===== config.mk =====
export PLATFORM = sky130hd
export DESIGN_NAME = ptimer_unit
export DESIGN_NICKNAME = d
export VERILOG_FILES = /design/src/rtl/ptimer_pkg.sv /design/src/rtl/ptimer_edge.sv /design/src/rtl/ptimer_count.sv /design/src/rtl/ptimer_ctrl.sv /design/src/rtl/ptimer_unit.sv
export SDC_FILE = /design/constraint.sdc
export NUM_CORES = 1
export LEC_CHECK = 0
export BUFFER_PORTS_ARGS = -buffer_cell sky130_fd_sc_hd__buf_2
export CORE_AREA = 5 5 63 93
export CTS_CLUSTER_SIZE = 8
export DETAILED_ROUTE_END_ITERATION = 12
export DIE_AREA = 0 0 68 98
export PLACE_DENSITY = 0.76
export SLEW_MARGIN = 20
export SYNTH_ARGS = -nofsm -noshare
export SYNTH_HDL_FRONTEND = slang
export SYNTH_SLANG_ARGS = --single-unit

===== constraint.sdc =====
create_clock -name clk -period 2.6 [get_ports clk]
set_clock_uncertainty 0.05 [all_clocks]
set_input_delay 0.52 -clock clk [delete_from_list [all_inputs] [get_ports clk]]
set_output_delay 0.52 -clock clk [all_outputs]
set_load 0.01 [all_outputs]

===== src/rtl/ptimer_pkg.sv =====
package ptimer_pkg;

   typedef enum logic [1:0] {
      MODE_PULSE   = 2'd0,
      MODE_ON_DLY  = 2'd1,
      MODE_OFF_DLY = 2'd2
   } tmr_mode_e;

   // Phases shared by all behaviours; HELD is used only by the off-delay.
   typedef enum logic [1:0] {
      ST_IDLE = 2'd0,
      ST_RUN  = 2'd1,
      ST_DONE = 2'd2,
      ST_HELD = 2'd3
   } tmr_state_e;

   typedef struct packed {
      logic start;   // capture preset, zero the count
      logic clear;   // zero the count
      logic step;    // advance the count by one
   } cnt_cmd_t;

endpackage


===== src/rtl/ptimer_edge.sv =====
module ptimer_edge (
   input  logic clk,
   input  logic rst_n,
   input  logic level,
   output logic rise
);
   logic level_d;

   always_ff @(posedge clk) begin
      if (!rst_n) level_d <= 1'b0;
      else        level_d <= level;
   end

   assign rise = level & ~level_d;
endmodule


===== src/rtl/ptimer_count.sv =====
module ptimer_count #(
   parameter int CNT_W = 16
) (
   input  logic                  clk,
   input  logic                  rst_n,
   input  logic [CNT_W-1:0]      preset,
   input  ptimer_pkg::cnt_cmd_t  cmd,
   output logic [CNT_W-1:0]      et,
   output logic                  last,
   output logic                  preset_zero
);
   localparam int EXT_W = CNT_W + 1;

   logic [CNT_W-1:0] pt_q;
   logic [EXT_W-1:0] et_inc;

   always_ff @(posedge clk) begin
      if (!rst_n) begin
         et   <= '0;
         pt_q <= '0;
      end else if (cmd.start) begin
         et   <= '0;
         pt_q <= preset;
      end else if (cmd.clear) begin
         et   <= '0;
      end else if (cmd.step) begin
         et   <= et_inc[CNT_W-1:0];
      end
   end

   assign et_inc      = {1'b0, et} + EXT_W'(1);
   assign last        = (et_inc == {1'b0, pt_q});
   assign preset_zero = (preset == '0);
endmodule


===== src/rtl/ptimer_ctrl.sv =====
module ptimer_ctrl
   import ptimer_pkg::*;
(
   input  logic       clk,
   input  logic       rst_n,
   input  logic [1:0] mode,
   input  logic       in_lvl,
   input  logic       rise,
   input  logic       tick,
   input  logic       last,
   input  logic       preset_zero,
   output cnt_cmd_t   cmd,
   output logic       q
);
   tmr_state_e st, st_nxt;
   logic       q_nxt;

   always_comb begin
      st_nxt = st;
      q_nxt  = q;
      cmd    = '0;
      case (mode)
         MODE_ON_DLY: begin
            case (st)
               ST_IDLE: begin
                  q_nxt = 1'b0;
                  if (in_lvl) begin
                     cmd.start = 1'b1;
                     if (preset_zero) begin
                        q_nxt  = 1'b1;
                        st_nxt = ST_DONE;
                     end else begin
                        st_nxt = ST_RUN;
                     end
                  end
               end
               ST_RUN: begin
                  q_nxt = 1'b0;
                  if (!in_lvl) begin            // cancel beats expiry
                     cmd.clear = 1'b1;
                     st_nxt    = ST_IDLE;
                  end else if (tick) begin
                     cmd.step = 1'b1;
                     if (last) begin
                        q_nxt  = 1'b1;
                        st_nxt = ST_DONE;
                     end
                  end
               end
               default: begin
                  q_nxt = 1'b1;
                  if (!in_lvl) begin
                     q_nxt     = 1'b0;
                     cmd.clear = 1'b1;
                     st_nxt    = ST_IDLE;
                  end
               end
            endcase
         end
         MODE_OFF_DLY: begin
            case (st)
               ST_HELD: begin
                  q_nxt = 1'b1;
                  if (!in_lvl) begin
                     cmd.start = 1'b1;
                     if (preset_zero) begin
                        q_nxt  = 1'b0;
                        st_nxt = ST_IDLE;
                     end else begin
                        st_nxt = ST_RUN;
                     end
                  end
               end
               ST_RUN: begin
                  q_nxt = 1'b1;
                  if (in_lvl) begin             // re-arm beats expiry
                     cmd.clear = 1'b1;
                     st_nxt    = ST_HELD;
                  end else if (tick) begin
                     cmd.step = 1'b1;
                     if (last) begin
                        q_nxt  = 1'b0;
                        st_nxt = ST_IDLE;
                     end
                  end
               end
               default: begin
                  q_nxt = 1'b0;
                  if (in_lvl) begin
                     q_nxt     = 1'b1;
                     cmd.clear = 1'b1;
                     st_nxt    = ST_HELD;
                  end
               end
            endcase
         end
         default: begin                          // pulse
            case (st)
               ST_RUN: begin
                  q_nxt = 1'b1;
                  if (tick) begin
                     cmd.step = 1'b1;
                     if (last) begin
                        q_nxt  = 1'b0;
                        st_nxt = ST_DONE;
                     end
                  end
               end
               ST_DONE: begin
                  q_nxt = 1'b0;
                  if (!in_lvl) begin
                     cmd.clear = 1'b1;
                     st_nxt    = ST_IDLE;
                  end
               end
               default: begin
                  q_nxt = 1'b0;
                  if (rise) begin
                     cmd.start = 1'b1;
                     if (preset_zero) begin
                        st_nxt = ST_DONE;
                     end else begin
                        q_nxt  = 1'b1;
                        st_nxt = ST_RUN;
                     end
                  end
               end
            endcase
         end
      endcase
   end

   always_ff @(posedge clk) begin
      if (!rst_n) begin
         st <= ST_IDLE;
         q  <= 1'b0;
      end else begin
         st <= st_nxt;
         q  <= q_nxt;
      end
   end
endmodule


===== src/rtl/ptimer_unit.sv =====
module ptimer_unit
   import ptimer_pkg::*;
#(
   parameter int CNT_W        = 16,
   parameter bit USE_MODE_PIN = 1'b1,
   parameter int FIXED_MODE   = 0
) (
   input  logic             clk,
   input  logic             rst_n,
   input  logic             tick,
   input  logic             trig_in,
   input  logic [CNT_W-1:0] preset,
   input  logic [1:0]       mode_sel,
   output logic             q,
   output logic [CNT_W-1:0] elapsed
);
   localparam logic [1:0] FIXED_CODE = FIXED_MODE[1:0];

   if (CNT_W < 2 || CNT_W > 32) begin : g_bad_width
      $error("ptimer_unit: CNT_W must be within 2..32");
   end
   if (FIXED_MODE < 0 || FIXED_MODE > 2) begin : g_bad_mode
      $error("ptimer_unit: FIXED_MODE must be 0, 1 or 2");
   end

   logic [1:0] mode_eff;

   if (USE_MODE_PIN) begin : g_mode_pin
      assign mode_eff = mode_sel;
   end else begin : g_mode_fixed
      logic unused_mode;
      assign unused_mode = ^mode_sel;
      assign mode_eff    = FIXED_CODE;
   end

   logic     rise, last, preset_zero;
   cnt_cmd_t cmd;

   ptimer_edge u_edge (
      .clk   (clk),
      .rst_n (rst_n),
      .level (trig_in),
      .rise  (rise)
   );

   ptimer_count #(.CNT_W(CNT_W)) u_count (
      .clk         (clk),
      .rst_n       (rst_n),
      .preset      (preset),
      .cmd         (cmd),
      .et          (elapsed),
      .last        (last),
      .preset_zero (preset_zero)
   );

   ptimer_ctrl u_ctrl (
      .clk         (clk),
      .rst_n       (rst_n),
      .mode        (mode_eff),
      .in_lvl      (trig_in),
      .rise        (rise),
      .tick        (tick),
      .last        (last),
      .preset_zero (preset_zero),
      .cmd         (cmd),
      .q           (q)
   );
endmodule


==> results of run 1 <==
==> flip-flops by register name (all words and copies together) (netlist names) <==
name	count
u_count.pt_q	16
u_ctrl.st	2
u_count.et	16
u_edge.level_d	1
u_ctrl.q	1
==> power by group through the flow <==
| stage | Clock [mW] | Combinational, mW | Sequential, mW |
|---|---|---|---|
| detailed placement | 0 | 0.297 | 0.607 |
| finish | 0.478 | 0.304 | 0.595 |
| global route | 0.518 | 0.340 | 0.598 |
| global placement | 0 | 0.293 | 0.606 |
| floorplan | 0 | 0.205 | 0.604 |
| CTS | 0.493 | 0.301 | 0.595 |
==> per-layer routing <==
layer / vias up / part of all wire (%) / GRT usage, %
li1: 1177 / - / -
met3: 32 / 4.5 / 3.11
met5: - / 0 / 0
met2: 67 / 52 / 37.7
met1: 1079 / 37 / 22.6
met4: 0 / 6.3 / 13.2
==> synth_stat cells, types with 2 or more instances <==
library cell | n | area (um2)
inv_1 | 6 | 22.5
mux2i_1 | 16 | 160
o311a_1 | 2 | 20.0
clkbuf_8 | 3 | 41.3
a311oi_1 | 3 | 26.3
nand4_1 | 4 | 25.0
clkbuf_1 | 7 | 26.3
buf_4 | 3 | 22.5
nand3_1 | 10 | 50.1
o21ai_0 | 11 | 55.1
buf_1 | 2 | 7.51
xnor2_1 | 19 | 166
nor2_1 | 51 | 191
nor3_1 | 7 | 35.0
and3_1 | 2 | 12.5
nand2b_1 | 3 | 18.8
a22oi_1 | 2 | 15.0
ha_1 | 7 | 87.6
dfxtp_1 | 36 | 721
and4_1 | 3 | 26.3
a31oi_1 | 2 | 12.5
o2111ai_1 | 2 | 17.5
a21oi_1 | 12 | 60.1
a31o_2 | 2 | 17.5
a211o_1 | 2 | 17.5
nor4_1 | 6 | 37.5
nor2b_1 | 2 | 12.5
and2_1 | 3 | 18.8
xor2_1 | 16 | 140
o31ai_1 | 2 | 15.0
nand2_1 | 27 | 101
==> final timing paths <==
path	startpoint	to	slack [ps]	depth (start not counted)
worst max-delay path	u_count.et[1]	u_ctrl.st[1]	100	9
worst max register to register	u_count.et[1]	u_ctrl.st[1]	100	9
worst min register to register	u_count.pt_q[14]	u_count.pt_q[14]	470	2
worst min-delay path	rst_n	u_edge.level_d	440	2
==> logic make-up after synthesis <==
kind of cell	synth area share (%)
compound gates	14.6
fa+ha+maj	3.62
buf+inv	5.33
flops	29.8
mux	6.62
simple gates	27.4
xor+xnor	12.7
==> layout make-up <==
class | instances | share of cell area [%]
clock buffers | 6 | 2.39
clock inverters | 2 | 1.15
inverters | 7 | 0.866
multi-input cells | 240 | 53.8
flip-flops and latches | 36 | 24.1
well taps | 68 | 2.80
repair buffers | 73 | 14.9
==> metrics by stage <==
stage,worst slack [ps],std cells
global route,-20.1,432
CTS,14.4,429
floorplan,-1.53,299
finish,101,432
global placement,83.6,421
detailed placement,-36.2,421
==> timing repair <==
item                                    4_1_cts  5_1_grt
hold buffers                                  0        0
pin swaps                                     1        9
buffers inserted                              0        3
endpoints found under the setup margin        1        2
resized for setup                             3        9
==> cell usage in the layout (no fill, tap or decap), types with 2 or more instances in the layout <==
cell / instances
nor3_1: 7
a21oi_1: 12
a311oi_1: 3
clkbuf_8: 5
ha_1: 6
buf_4: 35
and2_1: 3
nand2_1: 27
xnor2_1: 19
o311a_1: 2
nand2b_1: 3
nand3_1: 10
inv_1: 6
and3_1: 2
nor2b_1: 2
o21ai_0: 11
dfxtp_1: 30
xor2_2: 2
mux2i_1: 16
a31o_2: 2
and4_1: 3
nand4_1: 4
xor2_1: 14
nor2_1: 50
a31oi_1: 2
a211o_1: 2
nor4_1: 6
a22oi_1: 2
dfxtp_2: 5
buf_2: 38
==> worst max-delay path, stage by stage (launching register included) <==
cell and delay, ps:
dfxtp_2 360, ha_4 170, nand3_4 80, or3_4 370, a211oi_2 240, o2111ai_2 150
or4b_4 570, a21oi_4 140, a21oi_1 70, a311oi_1 200
==> impl_metrics.tcl, run 1 <==
set metrics [dict create \
    outcome "finished clean" \
    yosysWarnings 0 \
    syn2layout_area_growth_pct 25.4 \
    clock-root-buffer "clkbuf_8" \
    design.portCount 39 \
    leakagePower_nw 1.29 \
    final_util_pct 60.7 \
    regArea_um2 731 \
    pwr-share-comb_pct 22.1 \
    vdd.ir_drop.worst_mv 0.375 \
    clockPowerShare_pct 34.7 \
    nFillCells 460 \
    stdcell_area_um2 3040 \
    critPathRequiredTime_ps 2750 \
    synth_seq_cells 36 \
    dieArea_um2 6660 \
    num-nets-final 392 \
    maxCapViolCount 0 \
    slew_violations 0 \
    die_x_um 68 \
    async_flop_share_pct 0 \
    cts_buffer_depth 2 \
    grt_pass1_vias 2532 \
    drive_gt1_share_pct 28.8 \
    whs_ps 437 \
    synth-edff-count 0 \
    grt_pass1_wl_um 11200 \
    seqPwrFrac_pct 43.2 \
    synth_area_per_cell_um2 8.09 \
    syn_nets 328 \
    viasPerCell 5.45 \
    diodes 0 \
    port_buffers 38 \
    die_height_um 98 \
    period_minus_slack_ps 2500 \
    setup_viol 0 \
    grt_overflow 0 \
    antenna_found_initial 0 \
    clk_pin_slew_ps 70 \
    hold_viol 0 \
    swShare_pct 27.8 \
    row_count 32 \
    rsz0062_at_grt "yes" \
    vias 2355 \
    dp_hpwl_um 5160 \
    hold_path_class "in2reg" \
    worstPathMaxFanout 4 \
    worst_ep_arrival_time_ps 2650 \
    drc 0 \
    ant_nets 0 \
    dr.pass1.iters 4 \
    initial_core_util_pct 48.4 \
    finalCritPeriodShare_pct 96.1 \
    cts-buffers-inserted 5 \
    worst_pin_slew_ps 425 \
    drtIter0Drc 131 \
    ys.flop_type "dfxtp_1" \
    setup_tns_ps 0 \
    routedWlPerCell_um 15.1 \
    switching_power_uw 383 \
    cts_tree "built" \
    place_area_um2 2850 \
    maxSlewHeadroom_pct 71.4 \
    place.gp.congestion 0.932 \
    core-area_um2 5000 \
    cp-start-kind "register" \
    htreeDepth 2 \
    grt_use_total_pct 21.4 \
    synth_cell_types 57 \
    wl_um 6540 \
    grt_max_degree 19 \
    multi_input_area_um2 1630 \
    p_per_area_nw_per_um2 454 \
    ys_seq_area_share_pct 29.8 \
    cp-end-kind "register" \
    worstSkewPairLatency_ps 280 \
    fmax_mhz 400 \
    crit_type "reg2reg" \
    p_int_uw 995 \
    synthCells 299 \
    finalPower_mw 1.38 \
    synth_area_um2 2420 \
    cts.sinks 36 \
]
Note: power is estimated with default switching activity, not from simulation.
==> inputs of run 2 (changes only) <==
--- a/config.mk
+++ b/config.mk
@@ -6,11 +6,11 @@
 export NUM_CORES = 1
 export LEC_CHECK = 0
 export BUFFER_PORTS_ARGS = -buffer_cell sky130_fd_sc_hd__buf_2
-export CORE_AREA = 5 5 63 93
+export CORE_AREA = 5 5 58 86
 export CTS_CLUSTER_SIZE = 8
 export DETAILED_ROUTE_END_ITERATION = 12
-export DIE_AREA = 0 0 68 98
-export PLACE_DENSITY = 0.76
+export DIE_AREA = 0 0 63 91
+export PLACE_DENSITY = 0.84
 export SLEW_MARGIN = 20
 export SYNTH_ARGS = -nofsm -noshare
 export SYNTH_HDL_FRONTEND = slang
==> constraint.sdc (replaced) <==
create_clock -name clk -period 3.2 [get_ports clk]
set_clock_uncertainty 0.05 [all_clocks]
set_input_delay 0.64 -clock clk [delete_from_list [all_inputs] [get_ports clk]]
set_output_delay 0.64 -clock clk [all_outputs]
set_load 0.01 [all_outputs]
==> run 2 against run 1 <==
  * Sequential share of layout area increased by 2.4 points
  * Global-route usage increased by 0.56 points
  * Count of clock-buffer cells in the layout decreased by 1
  * Die area decreased by 14%
  * Sequential power decreased by 18%
  * Worst setup slack improved by 210 ps
==> impl_metrics.tcl, run 2 (synthesis gave the netlist of run 1 again) <==
set metrics [dict create \
    port_buffers 38 \
    slowest_delay_ps 570 \
    leakagePower_nw 1.12 \
    cts-buffers-inserted 5 \
    htreeDepth 2 \
    final_common_cell "nor2_1" \
    postCtsSetupBuffers 0 \
    outcome "finished clean" \
    routedWlPerCell_um 16.3 \
    maxCapViolCount 0 \
    dieArea_um2 5730 \
    clk_pin_slew_ps 80 \
    worst_pin_slew_ps 610 \
    place.gp.congestion 0.951 \
    preCtsSetupSlack_ps 308 \
    fmax_mhz 346 \
    drive_gt1_share_pct 18.9 \
    grt_use_total_pct 21.9 \
    worstSkewPairLatency_ps 290 \
    crit_path_cell_trace "ha_1, nand3_2, or3_1, a211oi_2, o2111ai_1, or4b_4, a21oi_4, a21oi_1, a311oi_1" \
    dp_hpwl_um 4780 \
    clock-root-buffer "clkbuf_8" \
    cts_tree "built" \
    cts_buffer_depth 2 \
    finalCritPeriodShare_pct 90.2 \
    slowest_stage "or4b_4" \
    vias 2291 \
    num-nets-final 361 \
    row_count 29 \
    syn2layout_area_growth_pct 12.6 \
    setup_tns_ps 0 \
    crit_family "simple AND/OR/NAND/NOR gates" \
    core-area_um2 4170 \
    worst_ep_arrival_time_ps 3050 \
    crit_buf_inv 0 \
    diodes 0 \
    wl_um 6190 \
    cp-end-kind "register" \
    drtIter0Drc 146 \
    final_cell_mix "nor2_1, buf_2, dfxtp_1" \
    setup_viol 0 \
    dr.pass1.iters 4 \
    finalPower_mw 1.13 \
    cts.sinks 36 \
    initial_core_util_pct 58.0 \
    design.portCount 39 \
    drc 0 \
    p_per_area_nw_per_um2 414 \
    whs_ps 470 \
    cp-start-kind "register" \
    viasPerCell 6.04 \
    die_height_um 91 \
    worstPathMaxFanout 8 \
    hold_path_class "reg2reg" \
    maxSlewHeadroom_pct 59.0 \
    critPathRequiredTime_ps 3360 \
    cts_resized 0 \
    die_x_um 63 \
    vdd.ir_drop.worst_mv 0.450 \
    grt_max_degree 20 \
    hold_viol 0 \
    grt_pass1_wl_um 10300 \
    fin_ws_ps 314 \
    grt_pass1_vias 2204 \
    slew_violations 0 \
    final_util_pct 65.3 \
    reg_top3 "u_count.et: 16 flops, u_count.pt_q: 16 flops, u_ctrl.st: 2 flops" \
    period_minus_slack_ps 2890 \
    grt_overflow 0 \
    crit_type "reg2reg" \
    hold_buffers 0 \
    ant_nets 0 \
    antenna_found_initial 0 \
    rsz0062_at_grt "no" \
]
[run 2: cell types whose count changed in the layout (fill, tap and decap cells not counted), sizes merged]
cell,change
inv,+1
buf,-31
clkinv,-1
clkbuf,-1
clkinvlp,+1
[run 2: routing by layer]
| metal | up-vias | share of wire, % | GRT usage, % |
|---|---|---|---|
| met3 | 19 | 4.5 | 3.95 |
| met4 | 0 | 3.9 | 12.7 |
| met2 | 75 | 52 | 37.9 |
| met1 | 1075 | 39 | 24.6 |
| li1 | 1122 | - | - |
| met5 | - | 0 | 0 |
[run 2: path summary, 6_finish.rpt]
check / from / end / slack [ps] / depth (start not counted)
setup / recovery: u_count.et[0] / u_ctrl.st[1] / 310 / 9
hold / removal: u_count.pt_q[13] / u_count.pt_q[13] / 470 / 2
setup reg to reg: u_count.et[0] / u_ctrl.st[1] / 310 / 9
hold reg to reg: u_count.pt_q[13] / u_count.pt_q[13] / 470 / 2
[run 2: stage by stage]
| step | cell area, um2 | instances |
|---|---|---|
| 2_1_floorplan | 2420 | 299 |
| 3_3_place_gp | 2610 | 371 |
| 5_1_grt | 2720 | 379 |
| 6_report | 2720 | 379 |
| 3_5_place_dp | 2610 | 371 |
| 4_1_cts | 2720 | 379 |
[run 2: worst register-to-register path, stage by stage (launching register included)]
cell and delay [ps]:
dfxtp_1 460, ha_1 280, nand3_2 170, or3_1 420, a211oi_2 180, o2111ai_1 170, or4b_4 570, a21oi_4 180
a21oi_1 80, a311oi_1 230
[run 2: power by group]
| part | switching (mW) | internal (mW) | total [mW] |
|---|---|---|---|
| Sequential | 0.0177 | 0.467 | 0.485 |
| Clock | 0.179 | 0.235 | 0.414 |
| Combinational | 0.132 | 0.0966 | 0.229 |
[run 2: final cells by class]
type / count / area [um2]
clock inverters: 3 / 46.3
well taps: 46 / 57.6
fillers: 361 / 1450
inverters: 7 / 26.3
multi-input cells: 240 / 1580
clock buffers: 5 / 68.8
repair buffers: 42 / 220
flip-flops and latches: 36 / 721
==> inputs of run 3 (changes only) <==
--- a/config.mk
+++ b/config.mk
@@ -6,12 +6,13 @@
 export NUM_CORES = 1
 export LEC_CHECK = 0
 export BUFFER_PORTS_ARGS = -buffer_cell sky130_fd_sc_hd__buf_2
-export CORE_AREA = 5 5 58 86
+export CORE_AREA = 5 5 59 87
 export CTS_CLUSTER_SIZE = 8
 export DETAILED_ROUTE_END_ITERATION = 12
-export DIE_AREA = 0 0 63 91
+export DIE_AREA = 0 0 64 92
 export PLACE_DENSITY = 0.84
 export SLEW_MARGIN = 20
 export SYNTH_ARGS = -nofsm -noshare
 export SYNTH_HDL_FRONTEND = slang
+export SYNTH_HIERARCHICAL = 1
 export SYNTH_SLANG_ARGS = --single-unit
==> run 3 against run 2 <==
  * Sequential share of layout area shrank 1.4 points
  * Final area increased by 5.9%
  * Clock power up 36%
  * Routed wire length rose by 1.7%
  * Hold slack better by 22 ps
  * Die area increased by 2.7%
  * Synthesized cell count down 3.3%
  * Fmax decreased by 5.6%
  * Non-clock buffer count grew 8
  * First-iteration DRC count down 6.2%
  * Synthesized area up 3.5%
  * Critical endpoint is now u_ctrl/st[1]
  * Largest power group is now the clock network
==> impl_metrics.tcl, run 3 <==
set metrics [dict create \
    drive_gt1_share_pct 24.1 \
    reg_top3 "u_count/et: 16 flops, u_count/pt_q: 16 flops, u_ctrl/st: 2 flops" \
    grt_pass1_vias 2275 \
    synth_area_um2 2500 \
    place_area_um2 2710 \
    r2r_slack_ps 140 \
    yosysTopAreaCell "dfxtp_1" \
    p_per_area_nw_per_um2 468 \
    num-nets-final 356 \
    synth-edff-count 0 \
    cts_tree "built" \
    place.gp.congestion 0.958 \
    critPathRequiredTime_ps 3360 \
    ys.flop_type "dfxtp_1" \
    design.portCount 39 \
    maxCapViolCount 0 \
    synth_top_area_share_pct 28.8 \
    syn2layout_area_growth_pct 15.2 \
    ys_seq_area_share_pct 28.8 \
    leakagePower_nw 1.16 \
    htreeDepth 2 \
    setup_viol 0 \
    ff2ff_path_depth 11 \
    yosysWarnings 6 \
    slew_violations 0 \
    cts-buffers-inserted 5 \
    drtIter0Drc 137 \
    worst_ep_arrival_time_ps 3210 \
    cts.sinks 36 \
    routedWlPerCell_um 16.8 \
    fmax_mhz 327 \
    regArea_um2 723 \
    drc 0 \
    crit_path_end "u_ctrl/st[1]" \
    core-area_um2 4250 \
    final_cell_mix "buf_2, dfxtp_1, nor2_1" \
    stdcell_area_um2 2890 \
    synthTopCellsByCount "dfxtp_1, nor2_1, mux2i_1" \
    hold_buffers 0 \
    worstReg2RegEnd "u_ctrl/st[1]" \
    clock-root-buffer "clkbuf_8" \
    finalCritPeriodShare_pct 95.5 \
    clk_pin_slew_ps 70 \
    dieArea_um2 5890 \
    synth_cell_types 59 \
    cp-end-kind "register" \
    synth.most_common_cell "dfxtp_1" \
    synthCells 289 \
    vdd.ir_drop.worst_mv 0.448 \
    die_height_um 92 \
    multi_input_area_um2 1640 \
    critPathLaunch "u_count/et[8]" \
    ant_nets 0 \
    initial_core_util_pct 59.0 \
    final_common_cell "buf_2" \
    synth.area.top_cells "dfxtp_1, mux2i_1, xor2_1, xnor2_1, nor2b_1" \
    async_flop_share_pct 0 \
    row_count 29 \
    hold_path_class "reg2reg" \
    dr.pass1.iters 4 \
    synth_seq_cells 36 \
    grt_pass1_wl_um 10400 \
    grt_use_total_pct 21.8 \
    port_buffers 38 \
    stdcell_count 374 \
    period_minus_slack_ps 3060 \
    vias 2233 \
    synth_area_per_cell_um2 8.67 \
    dp_hpwl_um 4590 \
    whs_ps 493 \
    diodes 0 \
    grt_max_degree 20 \
    hold_viol 0 \
    maxSlewHeadroom_pct 63.6 \
    cp-start-kind "register" \
    worstPathMaxFanout 4 \
    wl_um 6300 \
    crit_type "reg2reg" \
    dp.cells 365 \
    antenna_found_initial 0 \
    worst_pin_slew_ps 545 \
    outcome "finished clean" \
    cts_buffer_depth 2 \
    grt_overflow 0 \
    worstSkewPairLatency_ps 290 \
    nFillCells 356 \
    r2r_start "u_count/et[8]" \
    viasPerCell 5.97 \
    syn_nets 318 \
    die_x_um 64 \
]
run 3: cell types whose count changed after synthesis, moves of 4 or more:
cell / previous run / this run
nor2_1: 51 / 26
or3_1: 1 / 5
xnor2_1: 19 / 14
nor3_1: 7 / 2
mux2i_1: 16 / 22
buf_6: 0 / 5
nand2_1: 27 / 17
nor2b_1: 2 / 17
a21oi_1: 12 / 16
o21ai_0: 11 / 15
run 3: what timing repair did:
action                     in CTS  in global routing
setup endpoints to repair       0                  3
buffers inserted                0                  1
resized for setup               0                  3
run 3: report_power, final:
| part | switching (mW) | total (mW) | internal [mW] |
|---|---|---|---|
| Sequential | 0.0265 | 0.499 | 0.472 |
| Combinational | 0.156 | 0.289 | 0.133 |
| Clock | 0.172 | 0.562 | 0.390 |
| Total | 0.354 | 1.35 | 0.996 |
run 3: worst max-delay path, cell delays in order, from the launching register on:
cell	delay (ps)
dfxtp_1	380
nand4_2	170
or3_4	450
a2111oi_4	310
nand4_1	180
nor4_2	280
and4b_1	250
and3_2	230
nor2_1	70
o311ai_4	250
mux2i_1	110
a311oi_1	240
run 3: worst min path at each step:
stage | slack, ps | end | startpoint | cells after the start
after floorplan | 440 | u_count/pt_q[8] | u_count/pt_q[8] | 2
after global placement | 470 | u_count/pt_q[12] | u_count/pt_q[12] | 2
after detailed placement | 480 | u_count/pt_q[12] | u_count/pt_q[12] | 2
after CTS | 490 | u_count/pt_q[12] | u_count/pt_q[12] | 2
after global routing | 530 | u_count/et[15] | u_count/et[15] | 2
final | 490 | u_count/pt_q[12] | u_count/pt_q[12] | 2
run 3: cells by family after synthesis:
kind of cell / after synthesis / synth area share, %
adders and majority gates: 7 / 3.50
DFF: 36 / 28.8
buffers and inverters: 27 / 6.19
xor gates and xnor gates: 31 / 10.8
and+or+nand+nor: 119 / 28.6
muxes: 23 / 9.24
AOI/OAI and AO/OA: 46 / 12.8
run 3: metrics by stage:
stage | TNS, ps | setup slack (ps) | util [%] | total power, mW
global placement | 0 | 290 | 63.8 | 0.785
global route | -10.5 | -10.5 | 68.0 | 1.40
finish | 0 | 144 | 68.0 | 1.35
detailed placement | 0 | 172 | 63.8 | 0.788
CTS | 0 | 82.8 | 67.6 | 1.35
floorplan | 0 | 276 | - | 0.727
run 3: cell type report:
| type | count | share of cell area, % |
|---|---|---|
| clock buffers | 5 | 2.39 |
| clock inverters | 3 | 3.12 |
| repair buffers | 50 | 9.71 |
| multi-input cells | 226 | 56.7 |
| flip-flops and latches | 36 | 25.1 |
| well taps | 46 | 1.99 |
| inverters | 8 | 1.04 |
run 3: layer usage:
metal	up-vias	part of all wire [%]	wire length (um)	GRT usage, %
li1	1087	-	-	-
met1	1068	38	2380	23.4
met2	65	55	3480	38.8
met3	13	3.8	239	4.16
met4	0	3.1	197	12.7
met5	-	0	0	0
